## config.mk

```make
export PLATFORM = sky130hd
export DESIGN_NAME = ir_sir_codec
export DESIGN_NICKNAME = d
export VERILOG_FILES = /design/src/rtl/sir_pkg.sv /design/src/rtl/sir_reset_sync.sv /design/src/rtl/sir_tx_shaper.sv /design/src/rtl/sir_echo_blank.sv /design/src/rtl/sir_rx_stretch.sv /design/src/rtl/ir_sir_codec.sv
export SDC_FILE = /design/constraint.sdc
export NUM_CORES = 1
export LEC_CHECK = 0
export ABC_CLOCK_PERIOD_IN_PS = 2100
export CORE_UTILIZATION = 45
export CTS_CLUSTER_SIZE = 24
export DETAILED_ROUTE_END_ITERATION = 7
export MAX_ROUTING_LAYER = met4
export SYNTH_ARGS = -nofsm -noshare
export SYNTH_HDL_FRONTEND = slang
export SYNTH_SLANG_ARGS = --single-unit
```

## constraint.sdc

```tcl
create_clock -name clk -period 2.1 [get_ports clk]
set_input_delay 0.42 -clock clk [delete_from_list [all_inputs] [get_ports clk]]
set_output_delay 0.42 -clock clk [all_outputs]
set_load 0.02 [all_outputs]
```

## src/rtl/sir_pkg.sv

```systemverilog
package sir_pkg;

  localparam int unsigned SIR_OVS_DEFAULT   = 16;
  localparam int unsigned SIR_PULSE_DEFAULT = 3;
  localparam int unsigned SIR_SYNC_DEFAULT  = 2;

  // first tick of a pulse centred in a cell of ovs ticks
  function automatic int unsigned centred_start(input int unsigned ovs, input int unsigned len);
    return (ovs - len) / 2;
  endfunction

endpackage

```

## src/rtl/sir_reset_sync.sv

```systemverilog
module sir_reset_sync #(
  parameter int unsigned STAGES = 2
) (
  input  logic clk_i,
  input  logic arst_ni,
  output logic rst_no
);

  logic [STAGES-1:0] chain_q;
  logic [STAGES-1:0] chain_d;

  always_comb begin
    chain_d = {chain_q[STAGES-2:0], 1'b1};
  end

  always_ff @(posedge clk_i or negedge arst_ni) begin
    if (!arst_ni) begin
      chain_q <= '0;
    end else begin
      chain_q <= chain_d;
    end
  end

  assign rst_no = chain_q[STAGES-1];

endmodule

```

## src/rtl/sir_tx_shaper.sv

```systemverilog
module sir_tx_shaper #(
  parameter int unsigned OVS         = 16,
  parameter int unsigned PULSE_TICKS = 3
) (
  input  logic clk_i,
  input  logic rst_ni,
  input  logic tick_i,
  input  logic ser_i,
  output logic pulse_o
);

  localparam int unsigned PW    = $clog2(OVS);
  localparam int unsigned P_BEG = sir_pkg::centred_start(OVS, PULSE_TICKS);
  localparam int unsigned P_END = P_BEG + PULSE_TICKS;

  logic [PW-1:0] phase_q, phase_d, phase_now;
  logic          last_q, last_d;
  logic          pulse_q, pulse_d;
  logic          in_window;

  always_comb begin
    phase_now = (ser_i != last_q) ? '0 : phase_q;
    in_window = ({1'b0, phase_now} >= (PW+1)'(P_BEG)) &&
                ({1'b0, phase_now} <  (PW+1)'(P_END));
    phase_d   = phase_q;
    last_d    = last_q;
    pulse_d   = pulse_q;
    if (tick_i) begin
      last_d  = ser_i;
      phase_d = (phase_now == PW'(OVS - 1)) ? '0 : phase_now + 1'b1;
      pulse_d = !ser_i && in_window;
    end
  end

  always_ff @(posedge clk_i or negedge rst_ni) begin
    if (!rst_ni) begin
      phase_q <= '0;
      last_q  <= 1'b1;
      pulse_q <= 1'b0;
    end else begin
      phase_q <= phase_d;
      last_q  <= last_d;
      pulse_q <= pulse_d;
    end
  end

  assign pulse_o = pulse_q;

  AST_PULSE_ONLY_AFTER_TICK: assert property (@(posedge clk_i) disable iff (!rst_ni)
    !tick_i |=> $stable(pulse_o));

  AST_NO_PULSE_FOR_ONE: assert property (@(posedge clk_i) disable iff (!rst_ni)
    (tick_i && ser_i) |=> !pulse_o);

endmodule

```

## src/rtl/sir_echo_blank.sv

```systemverilog
module sir_echo_blank #(
  parameter int unsigned OVS = 16
) (
  input  logic clk_i,
  input  logic rst_ni,
  input  logic tick_i,
  input  logic mode_i,
  input  logic ser_i,
  output logic blank_o
);

  localparam int unsigned HW = $clog2(OVS + 1);

  logic [HW-1:0] hold_q, hold_d;

  always_comb begin
    hold_d = hold_q;
    if (tick_i) begin
      if (!ser_i) begin
        hold_d = HW'(OVS);
      end else if (hold_q != '0) begin
        hold_d = hold_q - 1'b1;
      end
    end
  end

  always_ff @(posedge clk_i or negedge rst_ni) begin
    if (!rst_ni) begin
      hold_q <= '0;
    end else begin
      hold_q <= hold_d;
    end
  end

  assign blank_o = mode_i && (!ser_i || (hold_q != '0));

  AST_BLANK_OUTLASTS_ZERO: assert property (@(posedge clk_i) disable iff (!rst_ni)
    (mode_i && tick_i && !ser_i) |=> (blank_o || !mode_i));

endmodule

```

## src/rtl/sir_rx_stretch.sv

```systemverilog
module sir_rx_stretch #(
  parameter int unsigned OVS         = 16,
  parameter int unsigned SYNC_STAGES = 2
) (
  input  logic clk_i,
  input  logic rst_ni,
  input  logic tick_i,
  input  logic kill_i,
  input  logic pin_i,
  output logic bit_o
);

  localparam int unsigned CW = $clog2(OVS + 1);

  logic [SYNC_STAGES-1:0] sync_q, sync_d;
  logic                   prev_q, prev_d;
  logic [CW-1:0]          cnt_q, cnt_d;
  logic                   gated, rise;

  always_comb begin
    sync_d = {sync_q[SYNC_STAGES-2:0], pin_i};
    gated  = sync_q[SYNC_STAGES-1] && !kill_i;
    rise   = gated && !prev_q;
    prev_d = gated;
    cnt_d  = cnt_q;
    if (kill_i) begin
      cnt_d = '0;
    end else if (rise) begin
      cnt_d = CW'(OVS);
    end else if (tick_i && (cnt_q != '0)) begin
      cnt_d = cnt_q - 1'b1;
    end
  end

  always_ff @(posedge clk_i or negedge rst_ni) begin
    if (!rst_ni) begin
      sync_q <= '0;
      prev_q <= 1'b0;
      cnt_q  <= '0;
    end else begin
      sync_q <= sync_d;
      prev_q <= prev_d;
      cnt_q  <= cnt_d;
    end
  end

  assign bit_o = (cnt_q == '0) || kill_i;

  AST_STRETCH_STARTS: assert property (@(posedge clk_i) disable iff (!rst_ni)
    (rise && !kill_i) |=> (cnt_q == CW'(OVS)));

  AST_COUNT_WAITS_FOR_TICK: assert property (@(posedge clk_i) disable iff (!rst_ni)
    (!tick_i && !rise && !kill_i) |=> $stable(cnt_q));

  AST_IDLE_STAYS_ONE: assert property (@(posedge clk_i) disable iff (!rst_ni)
    (cnt_q == '0 && !rise) |=> (cnt_q == '0));

endmodule

```

## src/rtl/ir_sir_codec.sv

```systemverilog
module ir_sir_codec #(
  parameter int unsigned OVS         = sir_pkg::SIR_OVS_DEFAULT,
  parameter int unsigned PULSE_TICKS = sir_pkg::SIR_PULSE_DEFAULT,
  parameter int unsigned SYNC_STAGES = sir_pkg::SIR_SYNC_DEFAULT
) (
  input  logic clk,
  input  logic rst_n,
  input  logic baud16_en,
  input  logic ir_strap,
  input  logic mode_we,
  input  logic mode_wdata,
  input  logic uart_txd,
  input  logic ir_rxd,
  output logic ir_txd,
  output logic uart_rxd
);

  logic rst_sync_n;
  logic boot_q, boot_d;
  logic ir_mode_q, ir_mode_d;
  logic tx_pulse;
  logic blank;
  logic rx_kill;
  logic rx_bit;

  sir_reset_sync #(.STAGES(SYNC_STAGES)) u_rst (
    .clk_i  (clk),
    .arst_ni(rst_n),
    .rst_no (rst_sync_n)
  );

  // mode register: write strobe wins, otherwise strap on the first free clock
  always_comb begin
    boot_d    = 1'b0;
    ir_mode_d = ir_mode_q;
    if (mode_we) begin
      ir_mode_d = mode_wdata;
    end else if (boot_q) begin
      ir_mode_d = ir_strap;
    end
  end

  always_ff @(posedge clk or negedge rst_sync_n) begin
    if (!rst_sync_n) begin
      boot_q    <= 1'b1;
      ir_mode_q <= 1'b0;
    end else begin
      boot_q    <= boot_d;
      ir_mode_q <= ir_mode_d;
    end
  end

  sir_tx_shaper #(.OVS(OVS), .PULSE_TICKS(PULSE_TICKS)) u_tx (
    .clk_i  (clk),
    .rst_ni (rst_sync_n),
    .tick_i (baud16_en),
    .ser_i  (uart_txd),
    .pulse_o(tx_pulse)
  );

  sir_echo_blank #(.OVS(OVS)) u_blank (
    .clk_i  (clk),
    .rst_ni (rst_sync_n),
    .tick_i (baud16_en),
    .mode_i (ir_mode_q),
    .ser_i  (uart_txd),
    .blank_o(blank)
  );

  assign rx_kill = blank || !ir_mode_q;

  sir_rx_stretch #(.OVS(OVS), .SYNC_STAGES(SYNC_STAGES)) u_rx (
    .clk_i (clk),
    .rst_ni(rst_sync_n),
    .tick_i(baud16_en),
    .kill_i(rx_kill),
    .pin_i (ir_rxd),
    .bit_o (rx_bit)
  );

  assign ir_txd   = ir_mode_q ? tx_pulse : uart_txd;
  assign uart_rxd = ir_mode_q ? rx_bit   : ir_rxd;

  AST_STRAP_CAPTURE: assert property (@(posedge clk) disable iff (!rst_sync_n)
    (boot_q && !mode_we) |=> (ir_mode_q == $past(ir_strap)));

  AST_WRITE_TAKES: assert property (@(posedge clk) disable iff (!rst_sync_n)
    mode_we |=> (ir_mode_q == $past(mode_wdata)));

  AST_IR_TX_IDLE_LOW: assert property (@(posedge clk) disable iff (!rst_sync_n)
    (ir_mode_q && $past(ir_mode_q) && $past(baud16_en) && $past(uart_txd)) |-> !ir_txd);

  AST_BLANKED_RX_IDLE: assert property (@(posedge clk) disable iff (!rst_sync_n)
    (ir_mode_q && blank) |-> uart_rxd);

endmodule

```

==> flow_summary.ini <==
[placement]
dpl.hpwl_microns = 1500
dpl_cell_area_sq_um = 1384
gp_congestion = 0.7451
port_buffers = 9
placedCellCount = 162

[synth]
avgSynthCellArea_sq_um = 10.43
synth_cells = 111
syn_area_sq_um = 1157
synth_cell_type_count = 40
syn-num-nets = 124
yosys_register_bits = 23
synth_edf_count = 0
synth-async-reset-ratio = 1.000
ys_warn_count = 0
seq_area_frac_synth = 0.4995
synth_ff_type = dfrtp_1

[detailed_routing]
drcViolationCount = 1
viasPerCell = 5.266
drt_iter0_drc = 10
wl_per_cell_microns = 12.66
wirelength_microns = 2140
ant_nets = 0
route.vias.total = 890
dr.pass1.iters = 6

[critical_path]
critPathLaunchType = register
end_kind = primary output
crit_fanout = 3
cp.arrival_ns = 1.60
path_class = reg2out
required_ns = 1.68

[timing]
fin_skew_ns = 0.001551
layout_min_cycle_time_ns = 2.018
finalHoldViolations = 0
slew_viol_final = 0
max_freq_mhz = 495.4
slew_headroom = 0.4383
setup_viol = 0
tightest_slew_ns = 0.8426
fin_crit_sh = 0.9611

[cts]
cts_buffers = 3
postCtsHoldBufs = 0
cts-htree-levels = 1
clockRootBuffer = clkbuf_4
cts_tree = yes
clockBufferDepth = 2
clkTransAtPathRegs_ns = 0.13
clock_latency_ns = 0.31
clkSinkCount = 23

[finish]
antenna_cells = 0
multi_input_area_sq_um = 570.5
stdcell_count = 169
fillers = 229
finalNetCount = 153
syn2layout_area_growth_pct = 26.60
stdcell_area_sq_um = 1465
drive_above_1_share = 0.2806
regArea_sq_um = 578.1

[power_and_ir_drop]
pwr-share-comb = 0.346
p_clk_frac = 0.163
p_sw_w = 0.0004147
intPower_w = 0.0008478
p_seq_frac = 0.491
pwr_density_cell_nw_per_um2 = 861.7
sw_frac_of_total = 0.3284
power_leakage_nw = 0.6889
vdd_drop_max_uv = 685.7

[global_route]
grt_max_degree = 22
antenna_found_initial = 0
grt_overflow = 0
grt_pass1_vias = 875
grt_usage = 0.1880
grt_pass1_wl_microns = 3643

[status]
violations = design-rule violations
status = finished, violations left

[die]
core-area_sq_um = 2455
start_util = 0.4715
dieArea_sq_um = 2779
fp-row-count = 18
die_x_microns = 52.72
dieHeight_microns = 52.72
pin_count = 10

[worst_hold_path]
hold_path_class = in2async

[job]
cap_violations = 0
through the flow:
step	utilization	worst slack, ns	TNS, ns	total power [W]	hold slack [ns]
after floorplan	-	0.4162	0	0.0008404	0.1244
after global placement	0.5637	-0.2483	-0.4681	0.0009784	0.3388
after detailed placement	0.5637	-0.2542	-0.4997	0.0009951	0.3357
after CTS	0.5775	0.01603	0	0.001220	0.2418
after global routing	0.5968	-0.02490	-0.02490	0.001362	0.2298
final	0.5968	0.08160	0	0.001262	0.2483
cell usage in the layout (no fill, tap or decap), types with 4 or more instances in the layout:
cell	count
nor2_1	5
nand2_1	11
clkdlybuf4s50_1	7
buf_4	19
a21oi_1	8
dfrtp_1	21
mux2i_1	4
inv_1	7
ha_1	4
power groups by stage:
stage	clock, W	combinational (W)	sequential, W
6_report	0.000205	0.000437	0.000620
5_1_grt	0.000232	0.000493	0.000638
4_1_cts	0.000214	0.000390	0.000616
3_5_place_dp	0	0.000377	0.000618
3_3_place_gp	0	0.000365	0.000613
2_1_floorplan	0	0.000242	0.000599
sequential cells by signal, summed over array words and instances (netlist names):
signal	count
u_tx.last_q	1
u_blank.hold_q	5
u_rx.cnt_q	5
u_rx.prev_q	1
u_tx.phase_q	4
u_tx.pulse_o	1
ir_mode_q	1
u_rx.sync_q	2
u_rst.chain_q	2
boot_q	1
routing by layer:
| metal | vias to the layer above | GRT usage | wire [microns] |
|---|---|---|---|
| met2 | 7 | 0.2996 | 1087 |
| met3 | 2 | 0.03768 | 32 |
| met4 | 0 | 0.08772 | 15 |
| met5 | - | - | 0 |
| li1 | 447 | - | - |
| met1 | 434 | 0.2274 | 1003 |
worst paths after layout:
kind                                               start                             to  slack, ns  cells after the start
setup / recovery           u_blank.hold_q[0]$_DFFE_PN0P_                       uart_rxd       0.08                      6
hold / removal                                     rst_n     u_rst.chain_q[1]$_DFF_PN0_       0.25                      1
setup reg to reg               u_rx.cnt_q[0]$_DFFE_PN0P_      u_rx.cnt_q[0]$_DFFE_PN0P_       0.38                      6
hold reg to reg               u_rst.chain_q[1]$_DFF_PN0_  u_blank.hold_q[2]$_DFFE_PN0P_       0.36                      0
max in group asynchronous     u_rst.chain_q[1]$_DFF_PN0_    u_tx.phase_q[3]$_DFFE_PN0P_       1.23                      0
min in group clk              u_rst.chain_q[0]$_DFF_PN0_     u_rst.chain_q[1]$_DFF_PN0_       0.37                      0
cell usage after synthesis (3+ instances only):
cell type | number | area share
a21oi_1 | 8 | 0.035
nor2_1 | 5 | 0.016
o21ai_0 | 3 | 0.013
nand2b_1 | 3 | 0.016
dfrtp_1 | 21 | 0.45
ha_1 | 5 | 0.054
mux2i_1 | 4 | 0.035
nand3_1 | 4 | 0.017
nand2_1 | 11 | 0.036
inv_1 | 9 | 0.029
worst max-delay path: stages (launching register included):
cell,delay (ns)
dfrtp_1,0.41
inv_2,0.10
ha_4,0.14
nor3b_4,0.22
nand3_2,0.11
o22a_1,0.17
buf_4,0.15
kinds of logic (layout without fill, tap and decap cells):
group | count (synthesis) | in the layout | share of synthesized area
muxes | 6 | 6 | 0.05405
other | 2 | 2 | 0.006489
adders and majority gates | 5 | 5 | 0.05405
AOI/OAI and AO/OA | 25 | 25 | 0.1481
and+or+nand+nor | 37 | 37 | 0.1827
xor gates and xnor gates | 1 | 1 | 0.01406
buffers and inverters | 12 | 40 | 0.04108
DFF | 23 | 23 | 0.4995
layout make-up:
class / instances / area share
Sequential cell: 23 / 0.3945
Multi-Input combinational cell: 76 / 0.3894
Timing Repair Buffer: 27 / 0.1486
Tap cell: 30 / 0.02562
Inverter: 9 / 0.02306
Clock buffer: 3 / 0.01537
Clock inverter: 1 / 0.003416
repair_timing:
item                                    4_1_cts  5_1_grt
gates cloned                                  0        0
gates resized for setup                       7       10
endpoints found under the setup margin        2        2
pin swaps                                     0        1
buffers inserted                              0        3
No activity file was read; power rests on OpenSTA's default activity.
